<file path="src/rtl/trace_issue_pkg.sv">
package trace_issue_pkg;

  typedef logic [31:0] iword_t;

  localparam logic [6:0] TRACE_OPC   = 7'b0001011;
  localparam logic [2:0] TRACE_MINOR = 3'b000;
  localparam int         TID_W       = 12;

  function automatic logic is_trace_word(iword_t w);
    return (w[6:0] == TRACE_OPC) && (w[14:12] == TRACE_MINOR);
  endfunction

  function automatic logic [TID_W-1:0] trace_id_of(iword_t w);
    return w[31:20];
  endfunction

endpackage

</file>
<file path="src/rtl/tiu_pair_decode.sv">
module tiu_pair_decode
  import trace_issue_pkg::*;
#(
  parameter int PC_W  = 32,
  parameter int SEQ_W = 8,
  localparam int OE_W = PC_W + 32,
  localparam int TE_W = SEQ_W + PC_W + TID_W
) (
  input  logic [PC_W-1:0]       pair_pc,
  input  iword_t [1:0]          words,
  input  logic [SEQ_W-1:0]      seq_base,
  input  logic [PC_W-1:0]       prev_pc,
  output logic [1:0]            ord_n,
  output logic [1:0][OE_W-1:0]  ord_ent,
  output logic [1:0]            trc_n,
  output logic [1:0][TE_W-1:0]  trc_ent,
  output logic [SEQ_W-1:0]      seq_next,
  output logic [PC_W-1:0]       prev_pc_next
);

  logic [1:0]            is_t;
  logic [1:0][PC_W-1:0]  slot_pc;
  logic [1:0][TE_W-1:0]  slot_te;

  for (genvar g = 0; g < 2; g++) begin : g_slot
    assign is_t[g]    = is_trace_word(words[g]);
    assign slot_pc[g] = pair_pc + PC_W'(4 * g);
  end

  // Predecessor of a trace word: last ordinary word before it in program order.
  assign slot_te[0] = {seq_base - SEQ_W'(1), prev_pc, trace_id_of(words[0])};
  assign slot_te[1] = is_t[0] ? {seq_base - SEQ_W'(1), prev_pc, trace_id_of(words[1])}
                              : {seq_base, slot_pc[0], trace_id_of(words[1])};

  always_comb begin
    ord_n   = 2'd0;
    trc_n   = 2'd0;
    ord_ent = '0;
    trc_ent = '0;
    for (int s = 0; s < 2; s++) begin
      if (is_t[s]) begin
        trc_ent[trc_n[0]] = slot_te[s];
        trc_n             = trc_n + 2'd1;
      end else begin
        ord_ent[ord_n[0]] = {slot_pc[s], words[s]};
        ord_n             = ord_n + 2'd1;
      end
    end
  end

  assign seq_next     = seq_base + SEQ_W'(ord_n);
  assign prev_pc_next = !is_t[1] ? slot_pc[1] : (!is_t[0] ? slot_pc[0] : prev_pc);

endmodule

</file>
<file path="src/rtl/tiu_issue_fifo.sv">
module tiu_issue_fifo #(
  parameter int W     = 64,
  parameter int DEPTH = 8,
  localparam int AW   = $clog2(DEPTH),
  localparam int CW   = $clog2(DEPTH + 1)
) (
  input  logic              clk,
  input  logic              rst,
  input  logic              clear,
  input  logic [1:0]        push_n,
  input  logic [1:0][W-1:0] push_d,
  input  logic              pop,
  output logic              empty,
  output logic [W-1:0]      head,
  output logic              room2,
  output logic [CW-1:0]     count
);

  logic [W-1:0]  mem [DEPTH];
  logic [AW-1:0] rptr, wptr;

  assign empty = (count == '0);
  assign head  = mem[rptr];
  assign room2 = (32'(count) + 32'd2) <= (32'(DEPTH) + {31'b0, pop});

  always_ff @(posedge clk) begin
    if (rst || clear) begin
      rptr  <= '0;
      wptr  <= '0;
      count <= '0;
    end else begin
      wptr  <= wptr + AW'(push_n);
      rptr  <= rptr + AW'(pop);
      count <= count + CW'(push_n) - CW'(pop);
    end
  end

  always_ff @(posedge clk) begin
    if (!clear && push_n != 2'd0) mem[wptr] <= push_d[0];
    if (!clear && push_n == 2'd2) mem[wptr + AW'(1)] <= push_d[1];
  end

endmodule

</file>
<file path="src/rtl/tiu_trace_queue.sv">
module tiu_trace_queue
  import trace_issue_pkg::*;
#(
  parameter int PC_W  = 32,
  parameter int SEQ_W = 8,
  parameter int DEPTH = 8,
  localparam int TE_W = SEQ_W + PC_W + TID_W,
  localparam int AW   = $clog2(DEPTH),
  localparam int CW   = $clog2(DEPTH + 1)
) (
  input  logic                 clk,
  input  logic                 rst,
  input  logic                 flush,
  input  logic [1:0]           push_n,
  input  logic [1:0][TE_W-1:0] push_ent,
  input  logic [SEQ_W-1:0]     ret_eff,
  output logic                 emit,
  output logic [TID_W-1:0]     emit_id,
  output logic [PC_W-1:0]      emit_pc,
  output logic                 room2,
  output logic [CW-1:0]        count
);

  logic [TE_W-1:0]  mem [DEPTH];
  logic [AW-1:0]    rptr, wptr;
  logic [DEPTH-1:0] slot_rdy;
  logic [CW-1:0]    nready;

  // An entry is ready once retirements have passed its predecessor tag.
  for (genvar i = 0; i < DEPTH; i++) begin : g_rdy
    logic [SEQ_W-1:0] diff;
    assign diff        = ret_eff - mem[i][TE_W-1 -: SEQ_W] - SEQ_W'(1);
    assign slot_rdy[i] = !diff[SEQ_W-1];
  end

  // Ready entries form a prefix of the queue; count them for flush compaction.
  always_comb begin
    nready = '0;
    for (int i = 0; i < DEPTH; i++) begin
      if ((CW'(i) < count) && slot_rdy[rptr + AW'(i)]) nready = nready + CW'(1);
    end
  end

  assign emit    = (count != '0) && slot_rdy[rptr];
  assign emit_id = mem[rptr][TID_W-1:0];
  assign emit_pc = mem[rptr][TID_W +: PC_W];
  assign room2   = (32'(count) + 32'd2) <= (32'(DEPTH) + {31'b0, emit});

  always_ff @(posedge clk) begin
    if (rst) begin
      rptr  <= '0;
      wptr  <= '0;
      count <= '0;
    end else if (flush) begin
      rptr  <= rptr + AW'(emit);
      wptr  <= rptr + AW'(nready);
      count <= nready - CW'(emit);
    end else begin
      rptr  <= rptr + AW'(emit);
      wptr  <= wptr + AW'(push_n);
      count <= count + CW'(push_n) - CW'(emit);
    end
  end

  always_ff @(posedge clk) begin
    if (!flush && push_n != 2'd0) mem[wptr] <= push_ent[0];
    if (!flush && push_n == 2'd2) mem[wptr + AW'(1)] <= push_ent[1];
  end

endmodule

</file>
<file path="src/rtl/trace_issue_unit.sv">
module trace_issue_unit
  import trace_issue_pkg::*;
#(
  parameter int PC_W     = 32,
  parameter int IQ_DEPTH = 8,
  parameter int TQ_DEPTH = 8,
  parameter int SEQ_W    = 8
) (
  input  logic              clk,
  input  logic              rst,
  input  logic              fetch_valid,
  output logic              fetch_ready,
  input  logic [PC_W-1:0]   fetch_pc,
  input  logic [31:0]       fetch_word0,
  input  logic [31:0]       fetch_word1,
  output logic              iss_valid,
  input  logic              iss_ready,
  output logic [PC_W-1:0]   iss_pc,
  output logic [31:0]       iss_instr,
  input  logic              retire,
  input  logic              flush,
  output logic              trace_valid,
  output logic [TID_W-1:0]  trace_id,
  output logic [PC_W-1:0]   trace_pc
);

  localparam int OE_W  = PC_W + 32;
  localparam int TE_W  = SEQ_W + PC_W + TID_W;
  localparam int IQ_CW = $clog2(IQ_DEPTH + 1);
  localparam int TQ_CW = $clog2(TQ_DEPTH + 1);

  logic [SEQ_W-1:0] enq_seq, ret_seq, ret_eff, seq_next;
  logic [PC_W-1:0]  last_pc, last_pc_next;

  logic [1:0]            ord_n, trc_n;
  logic [1:0][OE_W-1:0]  ord_ent;
  logic [1:0][TE_W-1:0]  trc_ent;

  logic             accept, iq_empty, iq_room2, tq_room2, iss_fire;
  logic [OE_W-1:0]  iq_head;
  logic [IQ_CW-1:0] iq_count;
  logic [TQ_CW-1:0] tq_count;

  assign ret_eff     = ret_seq + SEQ_W'(retire);
  assign fetch_ready = !flush && iq_room2 && tq_room2;
  assign accept      = fetch_valid && fetch_ready;
  assign iss_valid   = !iq_empty && !flush;
  assign iss_fire    = iss_valid && iss_ready;
  assign iss_pc      = iq_head[OE_W-1 -: PC_W];
  assign iss_instr   = iq_head[31:0];

  tiu_pair_decode #(.PC_W(PC_W), .SEQ_W(SEQ_W)) u_dec (
    .pair_pc      (fetch_pc),
    .words        ({fetch_word1, fetch_word0}),
    .seq_base     (enq_seq),
    .prev_pc      (last_pc),
    .ord_n        (ord_n),
    .ord_ent      (ord_ent),
    .trc_n        (trc_n),
    .trc_ent      (trc_ent),
    .seq_next     (seq_next),
    .prev_pc_next (last_pc_next)
  );

  tiu_issue_fifo #(.W(OE_W), .DEPTH(IQ_DEPTH)) u_iq (
    .clk    (clk),
    .rst    (rst),
    .clear  (flush),
    .push_n (accept ? ord_n : 2'd0),
    .push_d (ord_ent),
    .pop    (iss_fire),
    .empty  (iq_empty),
    .head   (iq_head),
    .room2  (iq_room2),
    .count  (iq_count)
  );

  tiu_trace_queue #(.PC_W(PC_W), .SEQ_W(SEQ_W), .DEPTH(TQ_DEPTH)) u_tq (
    .clk      (clk),
    .rst      (rst),
    .flush    (flush),
    .push_n   (accept ? trc_n : 2'd0),
    .push_ent (trc_ent),
    .ret_eff  (ret_eff),
    .emit     (trace_valid),
    .emit_id  (trace_id),
    .emit_pc  (trace_pc),
    .room2    (tq_room2),
    .count    (tq_count)
  );

  always_ff @(posedge clk) begin
    if (rst) begin
      enq_seq <= '0;
      ret_seq <= '0;
      last_pc <= '0;
    end else begin
      ret_seq <= ret_eff;
      if (flush) begin
        enq_seq <= ret_eff;
        last_pc <= '0;
      end else if (accept) begin
        enq_seq <= seq_next;
        last_pc <= last_pc_next;
      end
    end
  end

endmodule

</file>
<file path="config.mk">
export PLATFORM = sky130hd
export DESIGN_NAME = trace_issue_unit
export DESIGN_NICKNAME = d
export VERILOG_FILES = /design/src/rtl/trace_issue_pkg.sv /design/src/rtl/tiu_pair_decode.sv /design/src/rtl/tiu_issue_fifo.sv /design/src/rtl/tiu_trace_queue.sv /design/src/rtl/trace_issue_unit.sv
export SDC_FILE = /design/constraint.sdc
export NUM_CORES = 2
export LEC_CHECK = 0
export BUFFER_PORTS_ARGS = -buffer_cell sky130_fd_sc_hd__buf_2
export CORE_MARGIN = 1
export CORE_UTILIZATION = 44
export DETAILED_ROUTE_END_ITERATION = 8
export MAX_ROUTING_LAYER = met4
export PLACE_DENSITY_LB_ADDON = 0.2
export SYNTH_ARGS = -nofsm -noshare
export SYNTH_HDL_FRONTEND = slang
export SYNTH_HIERARCHICAL = 1
export SYNTH_SLANG_ARGS = --single-unit
export TNS_END_PERCENT = 100
</file>
<file path="constraint.sdc">
create_clock -name clk -period 28 [get_ports clk]
set_clock_uncertainty 0.15 [all_clocks]
set_input_delay 1.4 -clock clk [delete_from_list [all_inputs] [get_ports clk]]
set_output_delay 1.4 -clock clk [all_outputs]
set_load 0.02 [all_outputs]
</file>
# Yosys cells after proc, flatten, opt, wreduce, memory -nomap -nowiden
# Memories as Yosys holds them, arrays and structs flattened. A register that Yosys moved wholly into a read port is not among the register bits.
# Cells that the tools add are included.
[word_totals]
elab_cells = 189
ramBits = 928
memories = 2
in_bits = 102
reg_bits = 68
out_inout_bits = 111
[mem_list]
columns = ["name", "words", "word_bits", "rd", "rd_clocked_by_memory_dff", "wr", "line_no", "text"]
rows = [
  ["u_iq.mem", 8, 64, 1, 1, 2, "tiu_issue_fifo.sv:19", "logic [W-1:0] mem [DEPTH];"],
  ["u_tq.mem", 8, 52, 9, 1, 2, "tiu_trace_queue.sv:24", "logic [TE_W-1:0] mem [DEPTH];"],
]
[op_classes]
n_eq_ne = 5
n_addsub = 52
magnitude_cmp = 22
mux = 57
n_reduce_logical = 42
[op_table]
columns = ["cell", "n"]
rows = [
  ["52-bit 2-to-1 mux", 3],
  ["128-bit bitwise mux", 1],
  ["128-bit 2-to-1 mux", 1],
  ["64-bit 2-to-1 mux", 2],
  ["104-bit bitwise mux", 1],
  ["104-bit 2-to-1 mux", 1],
  ["8-bit by 1-bit subtractor with 8-bit output, second input constant", 9],
  ["64-bit demux with 1-bit select", 1],
  ["32-bit <= comparator", 2],
  ["32-bit 2-to-1 mux", 2],
  ["8-bit subtractor", 8],
  ["52-bit demux with 1-bit select", 1],
  ["32-bit by 3-bit adder with 32-bit output, second input constant", 1],
  ["3-bit by 4-bit < comparator with 1-bit output, second input constant", 8],
  ["4-bit 2-to-1 mux", 8],
  ["4-bit by 1-bit adder with 4-bit output, second input constant", 6],
  ["1-bit binary-select mux with 3-bit select", 8],
  ["1-bit logical AND", 22],
  ["1-bit 2-to-1 mux", 19],
  ["3-bit by 4-bit < comparator with 1-bit output, first input constant", 4],
  ["8-bit 2-to-1 mux", 2],
  ["7-bit by 4-bit equality test with 1-bit output, second input constant", 2],
  ["3-bit adder, second input constant", 4],
  ["4-bit by 1-bit subtractor with 4-bit output", 3],
  ["other kinds (27)", 59],
]

# Longest topological paths before layout
[logic_depth]
depth_word = 24
depth_mapped = 37
mapped_depth_nobuf = 37

# By module
# Netlist, hierarchy kept.
[modules_own_cells]
columns = ["mod", "seq_area_each_um2", "cells_each", "instances", "area_each_um2"]
rows = [
  ["tiu_issue_fifo", 15574.9, 1395, 1, 26232.7],
  ["tiu_trace_queue", 12692.2, 1629, 1, 23745.3],
  ["tiu_pair_decode", 0.0, 665, 1, 4102.7],
  ["trace_issue_unit", 960.9, 233, 1, 1948.1],
]

# Worst setup path before layout
# OpenSTA, ideal clock, no wires.
[synth_path]
path_kind = "input to register"
startpoint = "input retire"
endpoint = "memory u_iq.mem[3][0], enable pin"
t_required_ns = 27.276
setup_ns = 0.574
t_arrival_ns = 10.276
path_buffers = 3
setup_slack_ns = 16.999
cell_stages = 24
cell_sequence = "ha_1 ha_1 nand2_1 or3_1 nand2_1 ha_1 a21oi_1 and3_1 a21oi_1 o21ai_0 nand4_1 or2_2 o221a_2 ha_1 inv_1 o32a_1 a21oi_1 buf_2 and4b_1 buf_6 buf_6 and2_1 o21ai_0 o21ai_0"
[synth_rtl]
columns = ["element", "line_no", "text"]
rows = [
  ["start: declaration", "trace_issue_unit.sv:20", "input logic retire,"],
  ["end: declaration", "tiu_issue_fifo.sv:19", ""],
]

==> metrics.cfg <==
[place]
hpwlAfterDp_mm=97.2
place_inst=5583
buffer_ports.inserted=212
routability_driven_placement_congestion_ratio=0.872

[timing]
report.final.hold_viol_count=0
max_freq_ghz=0.102
layout_worst_path_cycle_share_pct=35.0
worstMarginPinSlew_ns=1.27
slew_headroom_pct=14.5
timing.final.max_slew_violations=0
grt_setup_unrepaired=false
period_needed_ns=9.80
sum_of_negative_setup_slack_ns=0
finalSetupViolations=0

[final_layout]
fill_count=11000
final-instance-count-excl-fill=5801
final_net_count=4252
layout-area-overhead-vs-synth_pct=10.6
layout-drive-gt1-share_pct=39.9

[clock_tree]
cts_hold_repair.buffers=0
clockBufferDepth=3
total_cts_buffers=109
cts.clk_slew.worst_paths_ns=0.06
cts_num_sinks=996
cts_htree_levels=3
tritoncts_clock_tree=yes
cts.repair_timing.setup_buffer_count=0
clk_root_buffer_cell=sky130_fd_sc_hd__clkbuf_16
clk_latency_ns=0.69
post_cts_resized=0

[synthesis]
dominantRegCellSynth=sky130_fd_sc_hd__edfxtp_1
fraction_of_the_yosys_area_taken_by_sequential_cells_pct=52.2
post_synth_inst_count=3922
synth_fp_nets=4130
synth.ff_latch_count=996
synth-async-reset-ratio_pct=0
synth_warnings=6
synth_edf_count=928
synthesis.area_per_instance_sq_um=14.3
mappedNetlistArea_sq_mm=0.0560
count_of_different_cell_masters_after_synthesis=106

[worst_setup_path]
timing.critical_path.mode_cell=sky130_fd_sc_hd__ha_1
worst-setup-path-type=primary input to register
critical_path.startpoint_type=primary input
worstPathArrival_ns=9.96
worst_ep_required_time_ns=28.16
path_buf_inv=5
cp-end-kind=register
cp_top_family=simple AND/OR/NAND/NOR gates
timing.critical_path.slowest_stage_cell=sky130_fd_sc_hd__nand3_4
regToRegSetupSlack_ns=18.73
cp_cell_sequence=buf_2 -> ha_1 -> ha_1 -> xor2_1 -> ha_1 -> a21oi_1 -> a21oi_1 -> o21ai_1 -> a21o_1 -> nand4_1 -> or2_2 -> o221a_2 -> ha_1 -> inv_1 -> o32a_1 -> a21oi_1 -> and4b_2 -> buf_4 -> and2_1 -> inv_1 -> nor4_1 -> nand3_4 -> o21ai_4 -> buf_4
worstPathMaxFanout=53
cpPeakStageDelay_ns=0.97

[routing]
drtIter0Drc=3171
wl_mm=163
antenna_violating_nets_left=0
drcViolationCount=0
drt_first_pass_iters=6
number_of_vias_in_the_routed_layout=34900
routed_via_density=6.02
detail_route.wl_per_cell_um=28.1

[global_routing]
globalRouteOverflowTotal=0
grt_first_pass_wirelength_mm=241
grt_antenna_before_repair=19
grtUsageTotal_pct=25.6
grt_max_degree=94
via_count_of_the_first_global_routing_pass=35300

[floorplanning]
fp.dieH_um=359
floorplan.initialDensity_pct=44.5
core_area_sq_mm=0.126
placement_rows=130
io-pin-count=213
die_width_um=359
floorplan.die_area_sq_mm=0.129

[pwr]
power.density_cell_area_mw_per_mm2=61.5
vdd_ir_drop_max_mv=0.0527
power.static_leakage_nw=22.7

[min_path]
timing.hold.worst.class=register to register

[run]
cap_viol_max_count=0

[run_status]
outcome=completed

[placed cells by master (no fill, tap or decap), types with 20 or more instances in the layout]
master	count
sky130_fd_sc_hd__edfxtp_1	928
sky130_fd_sc_hd__mux2_2	885
sky130_fd_sc_hd__nand2_1	309
sky130_fd_sc_hd__mux4_2	216
sky130_fd_sc_hd__buf_2	212
sky130_fd_sc_hd__clkbuf_16	109
sky130_fd_sc_hd__mux2_1	108
sky130_fd_sc_hd__inv_1	107
sky130_fd_sc_hd__ha_1	100
sky130_fd_sc_hd__a21oi_1	98
sky130_fd_sc_hd__nor2_1	93
sky130_fd_sc_hd__and3_1	79
sky130_fd_sc_hd__buf_4	69
sky130_fd_sc_hd__o21ai_0	63
sky130_fd_sc_hd__a22o_1	63
sky130_fd_sc_hd__dfxtp_1	62
sky130_fd_sc_hd__xnor2_1	47
sky130_fd_sc_hd__nand3_1	41
sky130_fd_sc_hd__clkinv_1	36
sky130_fd_sc_hd__xor2_1	29
sky130_fd_sc_hd__nand4_1	27
sky130_fd_sc_hd__and2_1	26
sky130_fd_sc_hd__clkinv_2	26
sky130_fd_sc_hd__a21o_1	22
sky130_fd_sc_hd__or3_1	20
[report_power, final]
part | total [mW] | leakage [nW] | internal [mW] | switching [mW]
clock | 1.37 | 1.64 | 0.775 | 0.599
sequential | 1.68 | 9.95 | 1.64 | 0.0388
combinational | 0.755 | 11.1 | 0.319 | 0.436
total | 3.81 | 22.7 | 2.74 | 1.07
[Yosys cell counts, types with 6 or more instances]
master                       n  area share, %
sky130_fd_sc_hd__a21o_1     22           0.29
sky130_fd_sc_hd__a21oi_1    98           0.88
sky130_fd_sc_hd__a21oi_2    10           0.16
sky130_fd_sc_hd__a221o_1     7           0.13
sky130_fd_sc_hd__a22o_1     63           0.98
sky130_fd_sc_hd__a31oi_1    14           0.16
sky130_fd_sc_hd__and2_1     26           0.29
sky130_fd_sc_hd__and3_1     79           0.88
sky130_fd_sc_hd__buf_1      19           0.13
sky130_fd_sc_hd__buf_2      74           0.66
sky130_fd_sc_hd__buf_4      14           0.19
sky130_fd_sc_hd__buf_6      41           0.82
sky130_fd_sc_hd__clkbuf_1  122           0.82
sky130_fd_sc_hd__dfxtp_1    68            2.4
sky130_fd_sc_hd__edfxtp_1  928             50
sky130_fd_sc_hd__fa_1        6           0.21
sky130_fd_sc_hd__ha_1      100            2.2
sky130_fd_sc_hd__inv_1     108           0.72
sky130_fd_sc_hd__mux2_1    108            2.2
sky130_fd_sc_hd__mux2_2    885             18
sky130_fd_sc_hd__mux2i_1    11           0.20
sky130_fd_sc_hd__mux4_2    216            8.7
sky130_fd_sc_hd__nand2_1   309            2.1
sky130_fd_sc_hd__nand2b_1   11           0.12
sky130_fd_sc_hd__nand3_1    49           0.44
sky130_fd_sc_hd__nand4_1    27           0.30
sky130_fd_sc_hd__nand4b_1   10           0.16
sky130_fd_sc_hd__nor2_1     95           0.64
sky130_fd_sc_hd__nor2b_1    16           0.18
sky130_fd_sc_hd__nor3_1     17           0.15
sky130_fd_sc_hd__nor4_1      7          0.078
sky130_fd_sc_hd__o211ai_1   10           0.13
sky130_fd_sc_hd__o21a_1     10           0.13
sky130_fd_sc_hd__o21ai_0    70           0.63
sky130_fd_sc_hd__o21ai_1    16           0.14
sky130_fd_sc_hd__o21bai_1    9           0.12
sky130_fd_sc_hd__o31ai_1    10           0.13
sky130_fd_sc_hd__or2_2      10           0.11
sky130_fd_sc_hd__or3_1      20           0.22
sky130_fd_sc_hd__xnor2_1    47           0.73
sky130_fd_sc_hd__xor2_1     29           0.45
[layer usage]
metal,track usage (%),part of all wire [%],vias to the layer above
met5,-,0,-
met2,41.4,48,1162
met4,5.45,1.7,0
li1,-,-,15600
met1,34.5,44,18000
met3,3.50,6.3,182
[stage by stage]
stage / worst slack, ns / power, mW / utilization [%] / hold WS (ns) / instance area, sq um
after floorplan: 17.00 / 2.27 / - / 0.287 / 56000
after CTS: 18.28 / 3.84 / 49.2 / 0.319 / 61900
final: 18.20 / 3.81 / 49.2 / 0.318 / 62000
after global placement: 17.76 / 2.46 / 46.5 / 0.292 / 58600
after global routing: 17.73 / 3.97 / 49.2 / 0.336 / 62000
after detailed placement: 17.60 / 2.47 / 46.5 / 0.311 / 58600
[cell type report]
cell class                      instances  area (sq um)  area share, %
Inverter                              112           427          0.688
Timing Repair Buffer                  282          1600           2.58
Multi-Input combinational cell       2543         25200           40.7
Antenna cell                           16          40.0         0.0646
Sequential cell                       996         29200           47.2
Tap cell                             1650          2060           3.33
Clock inverter                         78           574          0.927
Clock buffer                          124          2780           4.49
[state kept, by name, summed over array words and instances, names as in the netlist]
| register | cells |
|---|---|
| last_pc | 32 |
| u_iq/count | 4 |
| u_iq/mem | 512 |
| u_tq/mem | 416 |
| u_iq/rptr | 3 |
| u_tq/count | 4 |
| u_tq/wptr | 3 |
| ret_seq | 8 |
| u_tq/rptr | 3 |
| enq_seq | 8 |
| u_iq/wptr | 3 |
[worst paths after layout]
| path | cells after the start | end | startpoint |
|---|---|---|---|
| hold reg to reg | 2 | last_pc[15] | last_pc[15] |
| setup reg to reg | 23 | u_tq/mem[7][5] | ret_seq[0] |
| hold / removal | 2 | last_pc[15] | last_pc[15] |
| setup / recovery | 24 | u_tq/mem[7][5] | retire |
[worst reg2reg max path, stage by stage (launching register included)]
cell and delay (ns):
sky130_fd_sc_hd__dfxtp_1 0.30, sky130_fd_sc_hd__ha_1 0.21, sky130_fd_sc_hd__ha_1 0.24, sky130_fd_sc_hd__xor2_1 0.95
sky130_fd_sc_hd__ha_1 0.41, sky130_fd_sc_hd__a21oi_1 0.14, sky130_fd_sc_hd__a21oi_1 0.10, sky130_fd_sc_hd__o21ai_1 0.31
sky130_fd_sc_hd__a21o_1 0.20, sky130_fd_sc_hd__nand4_1 0.14, sky130_fd_sc_hd__or2_2 0.30, sky130_fd_sc_hd__o221a_2 0.20
sky130_fd_sc_hd__ha_1 0.31, sky130_fd_sc_hd__inv_1 0.05, sky130_fd_sc_hd__o32a_1 0.33, sky130_fd_sc_hd__a21oi_1 0.51
sky130_fd_sc_hd__and4b_2 0.32, sky130_fd_sc_hd__buf_4 0.43, sky130_fd_sc_hd__and2_1 0.25, sky130_fd_sc_hd__inv_1 0.11
sky130_fd_sc_hd__nor4_1 0.92, sky130_fd_sc_hd__nand3_4 0.97, sky130_fd_sc_hd__o21ai_4 0.26, sky130_fd_sc_hd__buf_4 0.70
[logic make-up after synthesis]
kind of cell / after synthesis / share of synthesized area [%]
buffers and inverters: 383 / 3.38
adder cells (fa/ha/maj): 106 / 2.45
AO/OA/AOI/OAI: 402 / 5.00
XOR/XNOR: 84 / 1.51
flip-flops: 996 / 52.2
multiplexers: 1220 / 28.8
AND/OR/NAND/NOR: 731 / 6.67
(Power assumes the default switching activity.)
